**src/rtl/cxa_pkg.sv**
```systemverilog
package cxa_pkg;

    typedef enum logic [2:0] {
        ST_IDLE,
        ST_READ,
        ST_EVAL,
        ST_WRITE,
        ST_DONE
    } cxa_state_e;

    typedef struct packed {
        logic of;
        logic sf;
        logic zf;
        logic af;
        logic pf;
        logic cf;
    } cxa_flags_t;

    localparam int FLAG_W = $bits(cxa_flags_t);

endpackage

```
**src/rtl/cxa_flag_calc.sv**
```systemverilog
module cxa_flag_calc
    import cxa_pkg::*;
#(
    parameter int DATA_W = 64
) (
    input  logic [DATA_W-1:0] mem_val,
    input  logic [DATA_W-1:0] cmp_val,
    input  logic              wide,
    output cxa_flags_t        flg
);
    localparam int HALF_W = DATA_W / 2;

    logic [DATA_W:0]   sub_ext;
    logic [DATA_W-1:0] diff;
    logic [DATA_W-1:0] ovf_vec;
    logic [DATA_W-1:0] carry_vec;

    // Inputs arrive zero-extended in narrow mode, so the borrow sits at bit DATA_W either way.
    always_comb begin
        sub_ext   = {1'b0, mem_val} - {1'b0, cmp_val};
        diff      = sub_ext[DATA_W-1:0];
        ovf_vec   = (mem_val ^ cmp_val) & (mem_val ^ diff);
        carry_vec = mem_val ^ cmp_val ^ diff;

        flg.cf = sub_ext[DATA_W];
        flg.af = carry_vec[4];
        flg.pf = ~^diff[7:0];
        flg.zf = wide ? (diff == '0) : (diff[HALF_W-1:0] == '0);
        flg.sf = wide ? diff[DATA_W-1] : diff[HALF_W-1];
        flg.of = wide ? ovf_vec[DATA_W-1] : ovf_vec[HALF_W-1];
    end

endmodule

```
**src/rtl/cxa_cond_select.sv**
```systemverilog
module cxa_cond_select
    import cxa_pkg::*;
(
    input  cxa_flags_t flg,
    input  logic [3:0] code,
    output logic       take
);
    logic base;

    always_comb begin
        unique case (code[3:1])
            3'd0: base = flg.of;
            3'd1: base = flg.cf;
            3'd2: base = flg.zf;
            3'd3: base = flg.cf | flg.zf;
            3'd4: base = flg.sf;
            3'd5: base = flg.pf;
            3'd6: base = flg.sf ^ flg.of;
            3'd7: base = (flg.sf ^ flg.of) | flg.zf;
        endcase
        take = base ^ code[0];
    end

endmodule

```
**src/rtl/cond_xadd_unit.sv**
```systemverilog
module cond_xadd_unit
    import cxa_pkg::*;
#(
    parameter int DATA_W = 64,
    parameter int ADDR_W = 16
) (
    input  logic              clk,
    input  logic              rst_n,
    input  logic              start,
    input  logic [3:0]        op_code,
    input  logic              wide,
    input  logic [ADDR_W-1:0] addr,
    input  logic [DATA_W-1:0] cmp_val,
    input  logic [DATA_W-1:0] add_val,
    output logic              mem_req,
    output logic              mem_we,
    output logic              mem_lock,
    output logic [ADDR_W-1:0] mem_addr,
    output logic [DATA_W-1:0] mem_wdata,
    input  logic              mem_rsp,
    input  logic [DATA_W-1:0] mem_rdata,
    input  logic              mem_fault,
    output logic              done,
    output logic              fault,
    output logic [DATA_W-1:0] old_val,
    output logic [5:0]        flags
);
    localparam int HALF_W = DATA_W / 2;

    cxa_state_e        st, st_nx;
    logic [3:0]        op_r;
    logic              wide_r;
    logic [ADDR_W-1:0] addr_r;
    logic [DATA_W-1:0] cmp_r, add_r, mem_r, sum_w;
    logic [DATA_W-1:0] old_r;
    cxa_flags_t        flg_w, flg_r;
    logic              flt_r, take_w, commit_w, fail_w;

    function automatic logic [DATA_W-1:0] fit(input logic [DATA_W-1:0] v, input logic w);
        return w ? v : {{(DATA_W-HALF_W){1'b0}}, v[HALF_W-1:0]};
    endfunction

    cxa_flag_calc #(.DATA_W(DATA_W)) u_flags (
        .mem_val (mem_r),
        .cmp_val (fit(cmp_r, wide_r)),
        .wide    (wide_r),
        .flg     (flg_w)
    );

    cxa_cond_select u_cond (
        .flg  (flg_w),
        .code (op_r),
        .take (take_w)
    );

    assign sum_w    = fit(mem_r + add_r, wide_r);
    assign fail_w   = ((st == ST_READ) || (st == ST_WRITE)) && mem_rsp && mem_fault;
    assign commit_w = ((st == ST_EVAL) && !take_w) ||
                      ((st == ST_WRITE) && mem_rsp && !mem_fault);

    // State register
    always_ff @(posedge clk or negedge rst_n) begin
        if (!rst_n) st <= ST_IDLE;
        else        st <= st_nx;
    end

    always_comb begin
        st_nx = st;
        unique case (st)
            ST_IDLE:  if (start) st_nx = ST_READ;
            ST_READ:  if (mem_rsp) st_nx = mem_fault ? ST_DONE : ST_EVAL;
            ST_EVAL:  st_nx = take_w ? ST_WRITE : ST_DONE;
            ST_WRITE: if (mem_rsp) st_nx = ST_DONE;
            ST_DONE:  st_nx = ST_IDLE;
            default:  st_nx = ST_IDLE;
        endcase
    end

    // Operand capture and result registers
    always_ff @(posedge clk or negedge rst_n) begin
        if (!rst_n) begin
            op_r   <= '0;
            wide_r <= 1'b0;
            addr_r <= '0;
            cmp_r  <= '0;
            add_r  <= '0;
            mem_r  <= '0;
            old_r  <= '0;
            flg_r  <= '0;
            flt_r  <= 1'b0;
        end else begin
            if ((st == ST_IDLE) && start) begin
                op_r   <= op_code;
                wide_r <= wide;
                addr_r <= addr;
                cmp_r  <= cmp_val;
                add_r  <= add_val;
                flt_r  <= 1'b0;
            end
            if ((st == ST_READ) && mem_rsp && !mem_fault)
                mem_r <= fit(mem_rdata, wide_r);
            if (fail_w)
                flt_r <= 1'b1;
            if (commit_w) begin
                old_r <= mem_r;
                flg_r <= flg_w;
            end
        end
    end

    assign mem_req   = (st == ST_READ) || (st == ST_WRITE);
    assign mem_we    = (st == ST_WRITE);
    assign mem_lock  = (st == ST_READ) || (st == ST_EVAL) || (st == ST_WRITE);
    assign mem_addr  = addr_r;
    assign mem_wdata = sum_w;
    assign done      = (st == ST_DONE);
    assign fault     = (st == ST_DONE) && flt_r;
    assign old_val   = old_r;
    assign flags     = flg_r;

endmodule

```
**config.mk**
```make
export PLATFORM = sky130hd
export DESIGN_NAME = cond_xadd_unit
export DESIGN_NICKNAME = d
export VERILOG_FILES = /design/src/rtl/cxa_pkg.sv /design/src/rtl/cxa_flag_calc.sv /design/src/rtl/cxa_cond_select.sv /design/src/rtl/cond_xadd_unit.sv
export SDC_FILE = /design/constraint.sdc
export NUM_CORES = 1
export LEC_CHECK = 0
export ABC_CLOCK_PERIOD_IN_PS = 5450
export CELL_PAD_IN_SITES_DETAIL_PLACEMENT = 0
export CELL_PAD_IN_SITES_GLOBAL_PLACEMENT = 1
export CORE_UTILIZATION = 45
export DETAILED_ROUTE_END_ITERATION = 6
export DONT_BUFFER_PORTS = 1
export PLACE_DENSITY = 0.86
export SLEW_MARGIN = 30
export SYNTH_ARGS = -nofsm -noshare
export SYNTH_HDL_FRONTEND = slang
export SYNTH_HIERARCHICAL = 1
export SYNTH_SLANG_ARGS = --single-unit
```
**constraint.sdc**
```tcl
create_clock -name clk -period 5.45 [get_ports clk]
set_clock_uncertainty 0.1 [all_clocks]
set_input_delay 1.09 -clock clk [delete_from_list [all_inputs] [get_ports clk]]
set_output_delay 1.09 -clock clk [all_outputs]
set_load 0.01 [all_outputs]
```
# After elaboration in Yosys (flattened, before gate mapping)
# Index checks and enable logic that the tools add are counted.
dict set report totals {
  inputBits 218
  output_inout_bits 155
  elab_cells 76
  ff_bits 287
}
dict set report op_classes {
  n_eq_ne 14
  n_bitwise 8
  add_sub_neg 2
  reduce_logical 22
  n_mux 15
}
# cell n
set op_table {}
lappend op_table {{two-way mux 64 bit} 3}
lappend op_table {{bitwise XOR 64 bit} 2}
lappend op_table {{subtractor 64 x 64 -> 65 bit} 1}
lappend op_table {{adder 64 bit} 1}
lappend op_table {{bitwise AND 64 bit} 1}
lappend op_table {{zero test 64 bit} 1}
lappend op_table {{zero test 32 bit} 1}
lappend op_table {{equality test 3 bit (second input constant)} 5}
lappend op_table {{two-way mux 3 bit} 5}
lappend op_table {{equality test 3 x 2 -> 1 bit (second input constant)} 4}
lappend op_table {{one-hot mux 3 bit (4 select lines)} 1}
lappend op_table {{logical AND 1 bit} 9}
lappend op_table {{one-hot mux 1 bit (8 select lines)} 1}
lappend op_table {{XNOR reduction 8 bit} 1}
lappend op_table {{equality test 3 x 1 -> 1 bit (second input constant)} 2}
lappend op_table {{zero test 3 bit} 2}
lappend op_table {{two-way mux 1 bit} 5}
lappend op_table {{bitwise XOR 5 bit} 1}
lappend op_table {{logical OR 1 bit} 4}
lappend op_table {{inequality test 2 bit (second input constant)} 2}
lappend op_table {{AND reduction 3 bit} 1}
lappend op_table {{zero test 1 bit} 2}
lappend op_table {{inequality test 2 x 1 -> 1 bit (second input constant)} 1}
lappend op_table {{OR 1 bit} 2}
lappend op_table {{other kinds (2)} 3}

# Depth between registers and ports, before layout
# Gate-level depths: netlist of the first run.
dict set report logic_depth {
  ltp_word 12
  depth_mapped 29
  ltp_nobuf 27
}

# Modules after synthesis
# The synthesis of the first run kept the hierarchy.
# mod seq_area_each_um2 cells_per_inst instances area_each_um2
set by_module_without_submodules {}
lappend by_module_without_submodules {cond_xadd_unit 7181.9 1380 1 15044.4}
lappend by_module_without_submodules {cxa_flag_calc 0.0 754 1 4999.8}
lappend by_module_without_submodules {cxa_cond_select 0.0 12 1 78.8}

# Worst setup path after synthesis of the first run
# OpenSTA, ideal clock, no wires.
dict set report synth_path {
  path_type {register to register}
  from {reg wide_r}
  to {reg flg_r, in the netlist flags[0]}
  setup_slack_ns -0.416
  path_stages_with_launch 28
  required_ns 5.225
  setup_ns 0.125
  path_buffers 5
  t_arrival_ns 5.641
  period_less_slack_ns 5.866
  path_cell_list {dfrtp_1 > clkbuf_1 > clkbuf_1 > and2_1 > inv_1 > ha_1 > clkbuf_1 > a21oi_1 > o21ai_0 > a211oi_1 > o31a_1 > o22ai_1 > a2111o_1 > nor4_1 > o211ai_1 > a2111oi_2 > nand4_1 > o41ai_2 > o21ai_0 > a21oi_1 > a221oi_2 > xnor2_1 > nor2_1 > a31oi_1 > or3_1 > clkbuf_1 > clkbuf_1 > mux2_2}
}
# element line_no
set synth_rtl {}
lappend synth_rtl {{from (decl)} cond_xadd_unit.sv:32} ;# logic wide_r;
lappend synth_rtl {{from (signal assigned)} cond_xadd_unit.sv:94} ;# wide_r <= wide;
lappend synth_rtl {{to (signal assigned)} cond_xadd_unit.sv:106} ;# flg_r <= flg_w;
lappend synth_rtl {{to (decl)} cond_xadd_unit.sv:36} ;# cxa_flags_t flg_w, flg_r;

==> results of run 1 <==
==> synth_stat cells, types with 4 or more instances <==
master,count,area share
o21ai_0,115,0.029
nor4_1,7,0.0022
and3_1,19,0.0059
o21ai_1,11,0.0027
nand2b_1,18,0.0056
mux2_2,252,0.14
o221ai_1,4,0.0017
inv_1,107,0.020
a31oi_1,17,0.0053
a311oi_1,6,0.0026
o21a_1,24,0.0090
nand3b_1,4,0.0015
nor2_1,131,0.024
ha_1,132,0.082
a211o_1,6,0.0026
a21o_1,56,0.021
o31ai_1,6,0.0022
nor2b_1,12,0.0037
o2111ai_1,8,0.0035
nand2_1,193,0.036
xor2_1,37,0.016
mux2i_1,12,0.0060
dfrtp_1,287,0.36
or2_2,5,0.0016
a21oi_1,166,0.041
o31a_1,4,0.0017
nand3_1,32,0.0080
nor3_1,32,0.0080
buf_2,17,0.0042
clkbuf_1,94,0.018
a211oi_1,19,0.0071
and4_1,12,0.0052
o21bai_1,21,0.0078
and2_1,45,0.014
or3_1,9,0.0028
nand4_1,51,0.016
o22ai_1,9,0.0028
xnor2_1,61,0.027
a21boi_0,10,0.0037
o31ai_4,4,0.0042
o211ai_1,15,0.0056
==> repair_timing <==
| item | 4_1_cts | 5_1_grt |
|---|---|---|
| hold buffers | 0 | 0 |
| buffers inserted | 19 | 2 |
| setup endpoints to repair | 73 | 80 |
| pin swaps | 10 | 2 |
| cloned | 3 | 3 |
| endpoints found under the hold margin | 0 | 0 |
| gates resized for setup | 37 | 34 |
==> cell families (layout without fill, tap and decap cells) <==
group / after synthesis / count (layout) / share of synthesized area
buffers and inverters: 223 / 427 / 0.04340
other: 0 / 7 / 0
and+or+nand+nor: 591 / 591 / 0.1446
AOI/OAI and AO/OA: 549 / 549 / 0.1814
DFF: 287 / 287 / 0.3569
muxes: 264 / 264 / 0.1470
adders and majority gates: 134 / 134 / 0.08406
xor gates and xnor gates: 98 / 98 / 0.04265
==> how the worst min path moves through the flow <==
stage | slack [ns] | endpoint | cells past startpoint | from
after floorplan | 0.37 | cmp_r[45] | 1 | cmp_r[45]
after detailed placement | 0.39 | cmp_r[39] | 1 | cmp_r[39]
after CTS | 0.08 | cmp_r[35] | 0 | rst_n
after global placement | 0.38 | cmp_r[44] | 1 | cmp_r[44]
final | 0.11 | cmp_r[50] | 0 | rst_n
after global routing | 0.08 | cmp_r[35] | 0 | rst_n
==> state kept, by name, summed over array words and instances (netlist names) <==
signal,cells
flags,6
st,3
add_r,64
old_val,64
cmp_r,64
op_r,4
wide_r,1
flt_r,1
mem_addr,16
mem_r,64
==> layer usage <==
layer	GRT usage	routed length [um]
met5	0	66
met4	0.1333	3111
met3	0.07250	5283
met2	0.4879	32690
met1	0.3539	27870
==> layout make-up <==
type / instances / area share
multi-input combinational: 1636 / 0.5201
clock buffer: 43 / 0.03516
inverter: 108 / 0.01698
clock inverter: 11 / 0.004088
antenna: 7 / 0.0007337
sequential: 287 / 0.3009
tap: 592 / 0.03102
timing repair buffer: 265 / 0.09108
==> stage by stage <==
stage	TNS, ns	hold WS [ns]
after floorplan	0	0.3728
after global placement	-20.91	0.3841
after detailed placement	-23.37	0.3900
after CTS	-11.93	0.07708
after global routing	-36.56	0.08021
final	-14.58	0.1138
==> results by group, run 1 <==
Status
  – Status: finished with violations
  – Violated checks: setup timing

Setup path
  – Critical-path maximum fanout: 8
  – RR Endpoint: old_val[14]
  – Reg2reg setup slack: -0.24 ns
  – WS Path Type: register to register
  – Crit path from: mem_r[1]
  – CP top delay family: simple AND/OR/NAND/NOR gates
  – Worst path depth: 29
  – Capture point of the worst path: old_val[14]
  – Worst EP arrival: 6.07 ns
  – Critical-path top delay cell: or3_4
  – Crit end category: register
  – Worst Setup Start Kind: register
  – RR Startpoint: mem_r[1]
  – Worst Path Required: 5.82 ns
  – CP Buf/Inv Count: 4
  – Largest stage delay on the critical path: 0.39 ns
  – Depth of the most critical reg-to-reg path: 29

Job
  – Max_cap viols: 0

Drt
  – Final wirelength: 69,030 um
  – DR vias: 17,370
  – Wire per inst: 23.41 um
  – DRC: 0
  – First-pass iteration count of the detailed router: 5
  – Antenna Nets Post-Route: 0
  – 1st-iter DRT viols: 1,317
  – Via density: 5.891

Timing
  – Final min period: 5.695 ns
  – Period utilisation layout: 1.045
  – Number of setup violations in the final report: 70
  – Slew headroom: 0.3320
  – Slew @ Worst Pin: 1.002 ns
  – Slew Viols, Final: 0
  – RSZ-0062 raised after global routing: yes
  – Final hold vios: 0
  – Fmax: 0.1756 GHz
  – Final WS setup: -0.2448 ns

Cells and area
  – Commonest non-fill, non-tap cell in the layout: dfrtp_1
  – Filler instances: 4,044
  – Storage cell area: 7183 sq um
  – Fraction of layout cells with a size suffix above 1: 0.2762
  – Final core utilization: 0.5411
  – Multi-input logic area: 12,420 sq um
  – Area grow syn2layout: 18.65%
  – Nets@finish: 2,680
  – Post-route insts no fill: 2,949
  – Most frequent cells in the layout: 286 x dfrtp_1, 252 x buf_4, 243 x mux2_2
  – Finished Cell Area: 23,880 sq um

Logic synthesis
  – Seq/Total Area, Yosys: 0.3569
  – Cell area after synthesis: 20,120 sq um
  – Post-Syn Instances: 2,146
  – Syn avg cell area: 9.377 sq um
  – Top_reg_cell synth: dfrtp_1
  – Synth cell types: 94
  – Synth warnings: 6
  – Number of synthesized register bits: 287
  – Share of async-settable or async-resettable flops after synthesis: 1.000
  – Syn nets: 2,498
  – Post-synth EDFFs: 0

Global routing
  – First-pass GRT wire length: 101,700 um
  – Total grt overflow: 0
  – Antenna violations before repair: 14
  – Vias in the first global route: 17,480
  – Total GRT Usage: 0.2920
  – Largest net degree at the start of global routing: 288

Die
  – Core Area: 44,120 sq um
  – Num ports: 373
  – Initial cell density of the core: 0.4560
  – Die Wd: 213.5 um
  – Die area: 45,570 sq um
  – Row count: 77
  – Die height: 213.5 um

Placed design
  – Routability cong.: 0.9586
  – HPWL Detailed: 53,010 um
  – # placed instances: 2,863
  – DP Area: 22,310 sq um
  – IO Port Bufs: 0
  – Setup WS pre-CTS: -0.3808 ns

Clock tree
  – Worst-path clk slew: 0.06 ns
  – CTS tree: built
  – Clk root buf: clkbuf_16
  – Bufs on Longest Clock Path: 3
  – Clk Latency, worst-skew pair: 0.60 ns
  – H-tree level count: 1
  – Sink Count: 287
  – Num CTS Buffers: 30

Worst hold path
  – Hold Crit Class: input port to async pin
Power of run 1 is left out: the tool's default activity adds up to more than one toggle a clock period on the data nets, which glitch-free logic cannot reach.
==> inputs of run 2 (changes only) <==
--- a/config.mk
+++ b/config.mk
@@ -14,3 +14,2 @@
 export PLACE_DENSITY = 0.86
-export SLEW_MARGIN = 30
 export SYNTH_ARGS = -nofsm -noshare
--- a/constraint.sdc
+++ b/constraint.sdc
@@ -4,2 +4,2 @@
 set_output_delay 1.09 -clock clk [all_outputs]
-set_load 0.01 [all_outputs]
+set_load 0.1 [all_outputs]
==> results by group, run 2 (same netlist as run 1, synthesis figures left out) <==
Die
  – Num ports: 373
  – Die Wd: 213.5 um
  – Die area: 45,570 sq um
  – Core Area: 44,120 sq um
  – Row count: 77
  – Die height: 213.5 um
  – Initial cell density of the core: 0.4560

Status
  – Status: finished with violations
  – Violated checks: DRC, setup timing

Timing
  – Slew @ Worst Pin: 1.450 ns
  – Final hold vios: 0
  – Period utilisation layout: 1.064
  – Number of setup violations in the final report: 70
  – Slew headroom: 0.03310
  – Setup_tns: -22.55 ns
  – Slew Viols, Final: 0
  – Fmax: 0.1725 GHz
  – RSZ-0062 raised after global routing: yes
  – Final WS setup: -0.3469 ns
  – Final min period: 5.797 ns

Cells and area
  – Post-route insts no fill: 3,047
  – Storage cell area: 7186 sq um
  – Most frequent cells in the layout: 338 x buf_4, 286 x dfrtp_1, 251 x mux2_2
  – Filler instances: 3,877
  – Area grow syn2layout: 26.61%
  – Fraction of layout cells with a size suffix above 1: 0.3524
  – Nets@finish: 2,780
  – Commonest non-fill, non-tap cell in the layout: buf_4
  – Multi-input logic area: 13,010 sq um
  – Final core utilization: 0.5774

Drt
  – 1st-iter DRT viols: 1,380
  – Final wirelength: 70,690 um
  – DR vias: 18,010
  – Antenna Nets Post-Route: 0
  – Wire per inst: 23.20 um
  – First-pass iteration count of the detailed router: 7
  – Via density: 5.910
  – DRC: 3

Placed design
  – Routability cong.: 0.9837
  – HPWL Detailed: 53,930 um
  – Setup WS pre-CTS: -0.5585 ns
  – IO Port Bufs: 0
  – # placed instances: 2,957

Setup path
  – Critical-path maximum fanout: 18
  – RR Endpoint: old_val[39]
  – Worst Path Required: 5.76 ns
  – Worst Setup Start Kind: register
  – Capture point of the worst path: old_val[39]
  – Crit path from: wide_r
  – Reg2reg setup slack: -0.35 ns
  – Worst EP arrival: 6.11 ns
  – Depth of the most critical reg-to-reg path: 27
  – WS Path Type: register to register
  – RR Startpoint: wide_r
  – Crit end category: register

Clock tree
  – Num CTS Buffers: 34
  – Sink Count: 287
  – Worst-path clk slew: 0.06 ns
  – Clk Latency, worst-skew pair: 0.55 ns
  – H-tree level count: 2
  – Clk root buf: clkbuf_16
  – Bufs on Longest Clock Path: 3
  – CTS tree: built

Worst hold path
  – Hold Crit Class: input port to async pin

Global routing
  – Vias in the first global route: 18,260
  – Antenna violations before repair: 10
  – First-pass GRT wire length: 105,000 um
  – Largest net degree at the start of global routing: 288
  – Total grt overflow: 0
  – Total GRT Usage: 0.2999

Job
  – Max_cap viols: 0
==> run 2: cell types whose count changed in the layout (fill, tap and decap cells not counted), sizes merged <==
| cell | change |
|---|---|
| clkbuf | +1 |
| buf | +96 |
| diode | -1 |
| clkinvlp | -1 |
| inv | +1 |
| bufinv | +4 |
| clkinv | -2 |
==> run 2: layer usage <==
layer | vias to the layer above | part of all wire | global-route usage
met1 | 8810 | 0.41 | 0.3712
li1 | 8310 | - | -
met5 | - | 0.0013 | 0
met4 | 12 | 0.036 | 0.1150
met2 | 716 | 0.48 | 0.5077
met3 | 160 | 0.073 | 0.06722
==> run 2: final cells by class <==
type,count,area share
Sequential cell,287,0.2820
Tap cell,592,0.02907
Multi-Input combinational cell,1636,0.5106
Timing Repair Buffer,361,0.1153
Clock buffer,44,0.03880
Clock inverter,13,0.007759
Inverter,108,0.01591
Antenna cell,6,0.0005893
==> run 2: critical path, stage by stage (launching register included) <==
cell,delay (ns)
dfrtp_4,0.46
buf_4,0.16
and2_1,0.12
inv_1,0.06
ha_4,0.27
buf_4,0.13
nand4_1,0.17
nor2_1,0.17
nand4_1,0.19
a211oi_2,0.34
buf_4,0.19
nor4b_2,0.04
a21oi_1,0.23
a41oi_2,0.16
xnor2_1,0.18
nor4_2,0.36
buf_4,0.17
nand4_1,0.16
o41ai_4,0.33
o21ai_1,0.12
a21oi_1,0.16
a221oi_2,0.08
xnor2_2,0.17
nor2_1,0.10
a31oi_1,0.05
or3_4,0.50
buf_12,0.20
mux2_2,0.28
==> run 2: stage by stage <==
stage	area (sq um)	hold slack, ns
floorplan	20190	0.3728
CTS	24880	0.1297
detailed placement	23390	0.3881
global placement	23390	0.3850
finish	25480	0.1478
global route	25470	0.1292
==> run 2: worst min path at each step <==
stage | cells after the start | endpoint | startpoint
floorplan | 1 | cmp_r[45] | cmp_r[45]
global placement | 1 | cmp_r[46] | cmp_r[46]
detailed placement | 1 | cmp_r[43] | cmp_r[43]
CTS | 0 | cmp_r[55] | rst_n
global route | 0 | mem_r[60] | rst_n
finish | 0 | cmp_r[55] | rst_n
==> run 2: timing repair <==
| action | in CTS | in global routing |
|---|---|---|
| endpoints found under the hold margin | 0 | 0 |
| pin swaps | 8 | 33 |
| gates resized for setup | 37 | 95 |
| setup buffers | 13 | 12 |
| endpoints found under the setup margin | 79 | 94 |
| gates cloned | 0 | 2 |
| hold buffers | 0 | 0 |
Power of run 2 is left out for the same reason.
==> inputs of run 3 (changes only) <==
Settings changed: ABC_CLOCK_PERIOD_IN_PS 5450 to 5300.
Clock period 5.45 ns to 5.3 ns, I/O delays scaled along.
==> results by group, run 3 (same netlist as run 1, synthesis figures left out) <==
Status
  – Status: finished with violations
  – Violated checks: setup timing

Timing
  – Slew @ Worst Pin: 1.305 ns
  – Final min period: 5.710 ns
  – Final WS setup: -0.4097 ns
  – Slew Viols, Final: 0
  – Setup_tns: -24.29 ns
  – Number of setup violations in the final report: 70
  – Final hold vios: 0
  – Period utilisation layout: 1.077
  – Slew headroom: 0.1256
  – Fmax: 0.1751 GHz
  – RSZ-0062 raised after global routing: yes

Cells and area
  – Nets@finish: 2,760
  – Fraction of layout cells with a size suffix above 1: 0.3347
  – Area grow syn2layout: 24.69%
  – Commonest non-fill, non-tap cell in the layout: buf_4
  – Filler instances: 3,851
  – Most frequent cells in the layout: 319 x buf_4, 286 x dfrtp_1, 251 x mux2_2

Setup path
  – Worst Setup Start Kind: register
  – Depth of the most critical reg-to-reg path: 28
  – RR Endpoint: old_val[38]
  – Largest stage delay on the critical path: 0.38 ns
  – Worst Path Required: 5.68 ns
  – Critical-path top delay cell: dfrtp_1
  – Crit end category: register
  – WS Path Type: register to register
  – Worst EP arrival: 6.09 ns
  – Critical-path maximum fanout: 8
  – RR Startpoint: mem_r[1]
  – Reg2reg setup slack: -0.41 ns

Global routing
  – Antenna violations before repair: 12
  – Total GRT Usage: 0.2896
  – First-pass GRT wire length: 101,800 um
  – Vias in the first global route: 17,910
  – Largest net degree at the start of global routing: 288
  – Total grt overflow: 0

Worst hold path
  – Hold Crit Class: input port to async pin

Clock tree
  – Num CTS Buffers: 31
  – Sink Count: 287
  – Clk root buf: clkbuf_16
  – Bufs on Longest Clock Path: 3
  – H-tree level count: 1
  – Worst-path clk slew: 0.06 ns
  – Clk Latency, worst-skew pair: 0.61 ns
  – Hold Buf Count CTS: 0
  – CTS tree: built

Die
  – Die area: 45,570 sq um
  – Die height: 213.5 um
  – Initial cell density of the core: 0.4560
  – Row count: 77
  – Core Area: 44,120 sq um
  – Die Wd: 213.5 um
  – Num ports: 373

Drt
  – Antenna Nets Post-Route: 0
  – First-pass iteration count of the detailed router: 5
  – Wire per inst: 22.44 um
  – Final wirelength: 68,080 um
  – 1st-iter DRT viols: 1,244
  – DRC: 0
  – DR vias: 17,680
  – Via density: 5.828

Placed design
  – Routability cong.: 0.9863
  – IO Port Bufs: 0
  – HPWL Detailed: 52,950 um

Job
  – Max_cap viols: 0
-- run 3: critical path, delay by kind of cell, from the launching register on --
| kind | cells | cell delay, ns |
|---|---|---|
| simple gates | 10 | 2.08 |
| compound gates | 12 | 1.78 |
| fa+ha+maj | 2 | 0.42 |
| flops | 1 | 0.38 |
| buf+inv | 2 | 0.34 |
| mux | 1 | 0.30 |
| xor+xnor | 1 | 0.15 |
-- run 3: per-layer routing --
metal	wire, um	part of all wire	global-route usage	vias to the layer above
met5	52	0.00076	0	-
met4	2815	0.041	0.1096	8
met3	5612	0.082	0.06971	141
met2	32160	0.47	0.4886	725
met1	27430	0.40	0.3571	8537
li1	-	-	-	8270
-- run 3: cell type report --
| type | instances | area, sq um | share of cell area |
|---|---|---|---|
| multi-input combinational | 1636 | 12810 | 0.5104 |
| sequential | 287 | 7183 | 0.2863 |
| timing repair buffer | 344 | 2868 | 0.1143 |
| clock buffer | 42 | 897.1 | 0.03575 |
| tap | 592 | 740.7 | 0.02952 |
| inverter | 108 | 405.4 | 0.01616 |
| clock inverter | 15 | 166.4 | 0.006632 |
| antenna | 10 | 25.02 | 0.0009973 |
-- run 3: stage by stage --
step	worst slack, ns	instances	area, sq um	utilization	hold WS, ns
2_1_floorplan	0.006025	2146	20220	-	0.3728
3_3_place_gp	-0.2576	2949	23380	0.5298	0.3849
3_5_place_dp	-0.3539	2949	23380	0.5298	0.3882
4_1_cts	-0.3616	3015	24680	0.5592	0.04421
5_1_grt	-0.6917	3028	25080	0.5683	0.04621
6_report	-0.4097	3034	25090	0.5687	0.06592
-- run 3: how the worst max path moves through the flow --
stage / startpoint / to / slack, ns
3_3_place_gp: wide_r / old_val[20] / -0.26
6_report: mem_r[1] / old_val[38] / -0.41
2_1_floorplan: wide_r / old_val[13] / 0.006
3_5_place_dp: cmp_r[1] / old_val[40] / -0.35
4_1_cts: cmp_r[1] / old_val[58] / -0.36
5_1_grt: cmp_r[1] / old_val[38] / -0.69
-- run 3: repair_timing --
item                                    CTS  global route
hold endpoints to repair                  0             0
gates resized for setup                  32            61
endpoints found under the setup margin   87            93
buffers inserted                          8             6
pin swaps                                19            27
cloned                                    1             3
Power of run 3 is left out for the same reason.
